### config.mk
export PLATFORM = sky130hd
export DESIGN_NAME = pin_debounce_filter
export DESIGN_NICKNAME = d
export VERILOG_FILES = /design/src/rtl/dbn_pkg.sv /design/src/rtl/dbn_run_counter.sv /design/src/rtl/dbn_event_gate.sv /design/src/rtl/pin_debounce_filter.sv
export SDC_FILE = /design/constraint.sdc
export NUM_CORES = 1
export LEC_CHECK = 0
export BUFFER_PORTS_ARGS = -buffer_cell sky130_fd_sc_hd__buf_2
export CORE_AREA = 5 5 42 44
export CTS_BUF_LIST = sky130_fd_sc_hd__clkbuf_8
export DETAILED_ROUTE_END_ITERATION = 8
export DIE_AREA = 0 0 47 49
export GPL_ROUTABILITY_DRIVEN = 1
export GPL_TIMING_DRIVEN = 0
export SLEW_MARGIN = 20
export SYNTH_ARGS = -nofsm -noshare
export SYNTH_HDL_FRONTEND = slang
export SYNTH_SLANG_ARGS = --single-unit
### constraint.sdc
create_clock -name clk -period 1.6 [get_ports clk]
set_input_delay 0.24 -clock clk [delete_from_list [all_inputs] [get_ports clk]]
set_output_delay 0.24 -clock clk [all_outputs]
set_load 0.05 [all_outputs]
### src/rtl/dbn_pkg.sv
package dbn_pkg;

  typedef enum logic {
    DBN_IDLE = 1'b0,
    DBN_RUN  = 1'b1
  } dbn_state_e;

  function automatic int dbn_max(input int a, input int b);
    return (a > b) ? a : b;
  endfunction

endpackage

### src/rtl/dbn_run_counter.sv
module dbn_run_counter #(
  parameter int CNT_W = 2
) (
  input  logic             clk,
  input  logic             rst,
  input  logic             load,
  input  logic [CNT_W-1:0] load_val,
  input  logic             dec,
  output logic             last
);

  logic [CNT_W-1:0] cnt_q;

  always_ff @(posedge clk) begin
    if (rst) begin
      cnt_q <= '0;
    end else if (load) begin
      cnt_q <= load_val;
    end else if (dec && (cnt_q != '0)) begin
      cnt_q <= cnt_q - 1'b1;
    end
  end

  // A disagreeing tick that finds one step left ends the run.
  assign last = (cnt_q == CNT_W'(1));

endmodule

### src/rtl/dbn_event_gate.sv
module dbn_event_gate (
  input  logic accept,
  input  logic new_level,
  input  logic pol_low,
  input  logic dual_edge,
  output logic fire
);

  logic active_dir;

  // The active direction is the one that lands on the asserted level.
  assign active_dir = new_level ^ pol_low;
  assign fire       = accept & (dual_edge | active_dir);

endmodule

### src/rtl/pin_debounce_filter.sv
module pin_debounce_filter
  import dbn_pkg::*;
#(
  parameter int RISE_TICKS = 2,
  parameter int FALL_TICKS = 2
) (
  input  logic clk,
  input  logic rst,
  input  logic en,
  input  logic tick,
  input  logic raw_in,
  input  logic pol_low,
  input  logic dual_edge,
  output logic stable_q,
  output logic read_q,
  output logic event_q,
  output logic sense_q
);

  localparam int MAX_TICKS = dbn_max(dbn_max(RISE_TICKS, FALL_TICKS), 1);
  localparam int CNT_W     = $clog2(MAX_TICKS + 1);
  localparam logic [CNT_W-1:0] RISE_C = CNT_W'(RISE_TICKS);
  localparam logic [CNT_W-1:0] FALL_C = CNT_W'(FALL_TICKS);

  dbn_state_e state_q;
  logic       arm, run_tick, agree, dec, last, accept, reload, fire;
  logic       stable_d, sense_d;
  logic [CNT_W-1:0] reload_val;

  assign arm      = en && (state_q == DBN_IDLE);
  assign run_tick = en && (state_q == DBN_RUN) && tick;
  assign agree    = (raw_in == stable_q);
  assign dec      = run_tick && !agree;
  assign accept   = dec && last;
  assign reload   = arm || (run_tick && agree) || accept;
  // In every reload case the level to be left next equals raw_in.
  assign reload_val = raw_in ? FALL_C : RISE_C;

  generate
    if (MAX_TICKS == 1) begin : g_single
      assign last = 1'b1;
    end else begin : g_count
      dbn_run_counter #(.CNT_W(CNT_W)) u_cnt (
        .clk      (clk),
        .rst      (rst),
        .load     (reload),
        .load_val (reload_val),
        .dec      (dec),
        .last     (last)
      );
    end
  endgenerate

  dbn_event_gate u_gate (
    .accept    (accept),
    .new_level (raw_in),
    .pol_low   (pol_low),
    .dual_edge (dual_edge),
    .fire      (fire)
  );

  always_comb begin
    stable_d = stable_q;
    sense_d  = sense_q;
    if (arm) begin
      stable_d = raw_in;
      sense_d  = raw_in;
    end else if (accept) begin
      stable_d = raw_in;
      sense_d  = ~sense_q;
    end
  end

  always_ff @(posedge clk) begin
    if (rst) begin
      state_q  <= DBN_IDLE;
      stable_q <= 1'b0;
      sense_q  <= 1'b0;
      read_q   <= 1'b0;
      event_q  <= 1'b0;
    end else begin
      state_q  <= en ? DBN_RUN : DBN_IDLE;
      stable_q <= stable_d;
      sense_q  <= sense_d;
      read_q   <= stable_d ^ pol_low;
      event_q  <= fire;
    end
  end

endmodule

==> impl_metrics.yaml, run 1 <==
status:
  status: "completed"
worst_setup_path:
  crit_fanout: 4
  cp_num_buf_inv: 1
  cp_slowest_cell: "dfxtp_2"
  r2r-start: "g_count.u_cnt.cnt_q[0]"
  cp_cell_sequence: "inv_1 > ha_1 > nand4b_1 > or3_1 > a221oi_1"
  crit_arrival_ns: 1.64
  worst_setup_path_end_kind: "register"
  crit_path_start: "g_count.u_cnt.cnt_q[0]"
  path_class: "reg -> reg"
  worstSetupStartpointType: "register"
  cp_slowest_stage_delay_ns: 0.34
  critical_path_required_ns: 1.73
  path_delay_family: "simple AND/OR/NAND/NOR gates"
floorplanning:
  coreArea_um2: 1400
  dieArea_um2: 2300
  num_rows: 14
  fp.dieW_um: 47
  die_h_um: 49
  start_util_pct: 28.0
  io-pin-count: 11
grt:
  grtUsageTotal_pct: 8.40
  grt_pass1_wl_um: 1410
  grt-ovfl-total: 0
  antenna_found_initial: 0
  grt_pass1_vias: 332
  grt_max_degree: 9
clocking:
  max-clock-path-buffers: 2
  tritoncts: "yes"
  clock_sinks: 7
  postCtsSetupBuffers: 0
  cts_buffers: 3
  clock_latency_ns: 0.23
  clockRootBuffer: "clkbuf_8"
  clk_pin_slew_ns: 0.04
  htreeDepth: 1
sta:
  worst_pin_slew_ns: 0.349
  final_max_slew_viol_count: 0
  timing.fmax_mhz: 660
  finalCritPeriodShare_pct: 94.7
  setup_viol_count_final: 0
  slew_headroom_pct: 76.6
  finalWorstSetupSlack_ns: 0.0854
  rsz0062_at_grt: "false"
  hold_viol: 0
  finalCriticalPeriod_ns: 1.51
  tns_ns: 0
  final.setup_skew_ns: 0.00413
layout:
  antenna_cells: 0
  synthToLayoutAreaGrowth_pct: 29.6
  layout-drive-gt1-share_pct: 33.9
  fillerInstances: 152
  nets: 66
  fin_cells: 72
  fin_area_um2: 509
place:
  gp_congestion: 0.689
  io_buffers: 10
  pre_cts_ws_ns: 0.0714
  place_area_um2: 463
  dpl.cell_count: 68
  place_hpwl_um: 642
yosys:
  synth.distinct_cells: 23
  syn_inst: 42
  mappedNetlistArea_um2: 393
  ys_seq_area_share_pct: 35.7
  ys_warn_count: 0
  syn-mean-instance-area_um2: 9.35
  synth_seq_cells: 7
  synth_nets: 51
route:
  routedWlPerCell_um: 11.8
  avgViaCountPerCell: 4.92
  vias: 354
  drt_first_iter_violations: 2
  antenna_left: 0
  drc: 0
  first_pass_iters: 4
  routed_wl_um: 847
power:
  pwr_density_cell_nw_per_um2: 1020
  irDropWorstVdd_uv: 472
  p_total_w: 0.000519
  p_leak_nw: 0.231
worst_hold_path:
  hold_class: "in -> reg"
  hold_start: "rst"
run:
  max_cap_violations: 0
==> stage by stage <==
step / utilization, % / hold WS [ns]
after floorplan: - / 0.312
after global placement: 33.0 / 0.510
after detailed placement: 33.0 / 0.509
after CTS: 36.3 / 0.273
after global routing: 36.3 / 0.276
final: 36.3 / 0.274
==> registers in the layout, summed over array words and instances (netlist names) <==
name	flops
g_count.u_cnt.cnt_q	2
event_q	1
read_q	1
sense_q	1
stable_q	1
state_q	1
==> layout by cell type, fill, tap and decap left out, types with 2 or more instances in the layout <==
master / n
a221oi_1: 2
buf_2: 10
clkbuf_8: 3
dfxtp_1: 6
ha_1: 2
inv_1: 6
nand2b_1: 2
nor2_1: 3
nor2b_1: 2
o21ai_0: 2
o31a_2: 2
xor2_1: 2
==> final cells by class <==
class / instances / area (µm²) / area share, %
sequential: 7 / 141 / 27.8
clock inverter: 1 / 3.75 / 0.737
timing repair buffer: 10 / 50.0 / 9.83
inverter: 5 / 18.8 / 3.69
clock buffer: 3 / 41.3 / 8.11
tap: 16 / 20.0 / 3.93
multi-input combinational: 30 / 234 / 45.9
==> power by group <==
group          total (W)  switching, W  internal (W)  leakage (nW)
Combinational  0.0000845     0.0000524     0.0000321         0.146
Sequential      0.000191    0.00000603      0.000185        0.0582
Clock           0.000243     0.0000773      0.000166        0.0269
Total           0.000519      0.000136      0.000383         0.231
==> logic make-up (layout without fill, tap and decap cells) <==
kind of cell / count (synthesis) / after routing / share of synthesized area, %
buf+inv: 5 / 19 / 4.78
xor+xnor: 3 / 3 / 6.69
simple gates: 14 / 14 / 21.7
compound gates: 10 / 10 / 22.0
mux: 1 / 1 / 2.87
fa+ha+maj: 2 / 2 / 6.37
flops: 7 / 7 / 35.7
==> per-layer routing <==
layer / wire (µm) / GRT usage [%] / vias to the layer above
met2: 384 / 12.0 / 14
met1: 365 / 9.96 / 154
met5: 0 / 0 / -
met4: 10 / 4.15 / 0
li1: - / - / 184
met3: 87 / 4.43 / 2
==> cells in the mapped netlist <==
library cell  instances  area share [%]
a22o_1                1             2.2
o31a_2                2             5.1
o21ai_0               2             2.5
o2111a_1              1             2.9
a221oi_1              2             4.5
nand3_1               1             1.3
nand4b_1              1             2.2
xnor2_1               1             2.2
xor2_1                2             4.5
nor4_1                1             1.6
and3_1                1             1.6
ha_1                  2             6.4
nor2_1                3             2.9
or3_1                 1             1.6
a32oi_1               1             2.2
mux2_2                1             2.9
dfxtp_1               7              36
inv_1                 5             4.8
nor2b_1               2             3.2
and2_2                1             1.9
nand2b_1              2             3.2
and4_1                1             2.2
a21bo_2               1             2.5
==> worst paths after layout <==
kind | end | slack [ns] | cells past startpoint
worst max-delay path | g_count.u_cnt.cnt_q[0] | 0.09 | 5
worst min-delay path | stable_q | 0.27 | 2
worst min register to register | g_count.u_cnt.cnt_q[0] | 0.52 | 2
worst max register to register | g_count.u_cnt.cnt_q[0] | 0.09 | 5
==> what timing repair did <==
item | CTS | global route
hold buffers | 0 | 0
setup endpoints to repair | 0 | 1
resized for setup | 0 | 1
(Power assumes the default switching activity.)
==> inputs of run 2 (changes only) <==
SYNTH_HIERARCHICAL = 1   (was default)
==> impl_metrics.yaml, run 2 <==
route:
  avgViaCountPerCell: 4.54
  routedWlPerCell_um: 9.64
  first_pass_iters: 4
  vias: 345
  antenna_left: 0
  routed_wl_um: 733
  drc: 0
  drt_first_iter_violations: 9
sta:
  finalCriticalPeriod_ns: 1.47
  rsz0062_at_grt: "false"
  finalWorstSetupSlack_ns: 0.131
  hold_viol: 0
  tns_ns: 0
  hold_ws_ns: 0.286
  timing.fmax_mhz: 681
  final_max_slew_viol_count: 0
  setup_viol_count_final: 0
  finalCritPeriodShare_pct: 91.8
  final.setup_skew_ns: 0.00139
power:
  p_leak_nw: 0.225
  pwr_density_cell_nw_per_um2: 981
  irDropWorstVdd_uv: 496
yosys:
  async_flop_share_pct: 0
  ys_warn_count: 6
  synth.distinct_cells: 27
  yosysTopAreaCell: "dfxtp_1"
  synth_top_area_share_pct: 34.8
  mappedNetlistArea_um2: 403
  synth_nets: 55
  ys_seq_area_share_pct: 34.8
  synthTopCellsByArea: "dfxtp_1 35%, ha_1 6.2%, nor2_1 4.7%, nor2b_1 4.7%, xnor2_1 4.3%"
  ys.flop_type: "dfxtp_1"
  synth_edf_count: 0
  synth_seq_cells: 7
  syn-mean-instance-area_um2: 8.76
  synth_common_cells: "7 x dfxtp_1, 5 x nor2_1, 3 x inv_1, 3 x nor2b_1"
  syn_inst: 46
  synth_most_common_cell: "dfxtp_1"
place:
  gp_congestion: 0.694
  pre_cts_ws_ns: 0.119
  place_area_um2: 473
  io_buffers: 10
  place_hpwl_um: 589
layout:
  final_cell_mix: "10 x buf_2, 7 x dfxtp_1, 5 x nor2_1"
  largest_reg_flops: 2
  nets: 70
  synthToLayoutAreaGrowth_pct: 30.4
  layout_commonest_cell: "buf_2"
  regMostFlops: "g_count.u_cnt/cnt_q"
  fin_area_um2: 526
  layout-drive-gt1-share_pct: 31.7
  antenna_cells: 0
clocking:
  postCtsSetupBuffers: 0
  clockRootBuffer: "clkbuf_8"
  clock_sinks: 7
  max-clock-path-buffers: 2
  cts_buffers: 3
  clock_latency_ns: 0.22
  tritoncts: "yes"
  htreeDepth: 1
  clk_pin_slew_ns: 0.04
worst_setup_path:
  critical_path_required_ns: 1.71
  crit_arrival_ns: 1.57
  crit_fanout: 4
  worst_setup_path_end_kind: "register"
  worstSetupStartpointType: "register"
  path_class: "reg -> reg"
floorplanning:
  coreArea_um2: 1400
  start_util_pct: 28.7
  fp.dieW_um: 47
  dieArea_um2: 2300
  num_rows: 14
  io-pin-count: 11
  die_h_um: 49
status:
  status: "completed"
grt:
  grt_pass1_wl_um: 1310
  grt-ovfl-total: 0
  grtUsageTotal_pct: 7.96
  grt_max_degree: 9
  antenna_found_initial: 0
  grt_pass1_vias: 327
worst_hold_path:
  hold_class: "in -> reg"
run:
  max_cap_violations: 0
==> run 2: changes by cell type in the layout (fill, tap and decap cells not counted), sizes merged, moves of 2 or more <==
cell,change
a221oi,-2
conb,+2
inv,-2
nor2,+2
nor2b,+2
o31a,-2
==> run 2: repair_timing <==
| action | CTS | global route |
|---|---|---|
| gates resized for setup | 0 | 1 |
| setup endpoints to repair | 0 | 1 |
| hold buffers | 0 | 0 |
==> run 2: final timing paths <==
kind                                from                endpoint  slack, ns  cells past startpoint
setup / recovery  g_count.u_cnt/cnt_q[1]                  read_q       0.13                      5
setup reg to reg  g_count.u_cnt/cnt_q[1]                  read_q       0.13                      5
hold / removal                       rst  g_count.u_cnt/cnt_q[0]       0.29                      2
hold reg to reg                  sense_q                 sense_q       0.50                      2
==> run 2: power by group <==
part / leakage (nW) / total, W / switching, W / internal (W)
Clock: 0.0269 / 0.000230 / 0.0000656 / 0.000165
Combinational: 0.140 / 0.0000919 / 0.0000561 / 0.0000358
Sequential: 0.0578 / 0.000193 / 0.00000682 / 0.000186
Total: 0.225 / 0.000515 / 0.000129 / 0.000387
==> run 2: metal layers <==
| layer | GRT usage (%) | share of wire (%) | up-vias |
|---|---|---|---|
| li1 | - | - | 185 |
| met1 | 9.45 | 48 | 145 |
| met2 | 10.4 | 41 | 13 |
| met3 | 3.32 | 9.5 | 2 |
| met4 | 6.91 | 1.9 | 0 |
| met5 | 0 | 0 | - |
==> run 2: metrics by stage <==
stage	std cells	utilization (%)	power (W)
floorplan	46	-	0.000259
global placement	72	33.8	0.000284
detailed placement	72	33.8	0.000286
CTS	76	37.0	0.000522
global route	76	37.5	0.000554
finish	76	37.5	0.000515
==> run 2: final cells by class <==
class	instances	area (µm²)
clock inverter	1	3.75
multi-input combinational	36	259
tap	16	20.0
clock buffer	3	41.3
inverter	3	11.3
timing repair buffer	10	50.0
sequential	7	140
fill	160	876
==> run 2: logic make-up (layout without fill, tap and decap cells) <==
| family | after synthesis | in the layout | share of synthesized area [%] |
|---|---|---|---|
| buf+inv | 3 | 17 | 2.79 |
| simple gates | 17 | 17 | 24.5 |
| xor+xnor | 3 | 3 | 6.52 |
| other cells | 2 | 2 | 1.86 |
| fa+ha+maj | 2 | 2 | 6.21 |
| compound gates | 11 | 11 | 20.5 |
| flops | 7 | 7 | 34.8 |
| mux | 1 | 1 | 2.79 |
==> run 2: critical path, cell delays in order, from the launching register on <==
cell,delay (ns)
dfxtp_1,0.32
inv_1,0.06
ha_1,0.21
a21bo_2,0.20
a32oi_1,0.21
mux2_2,0.36
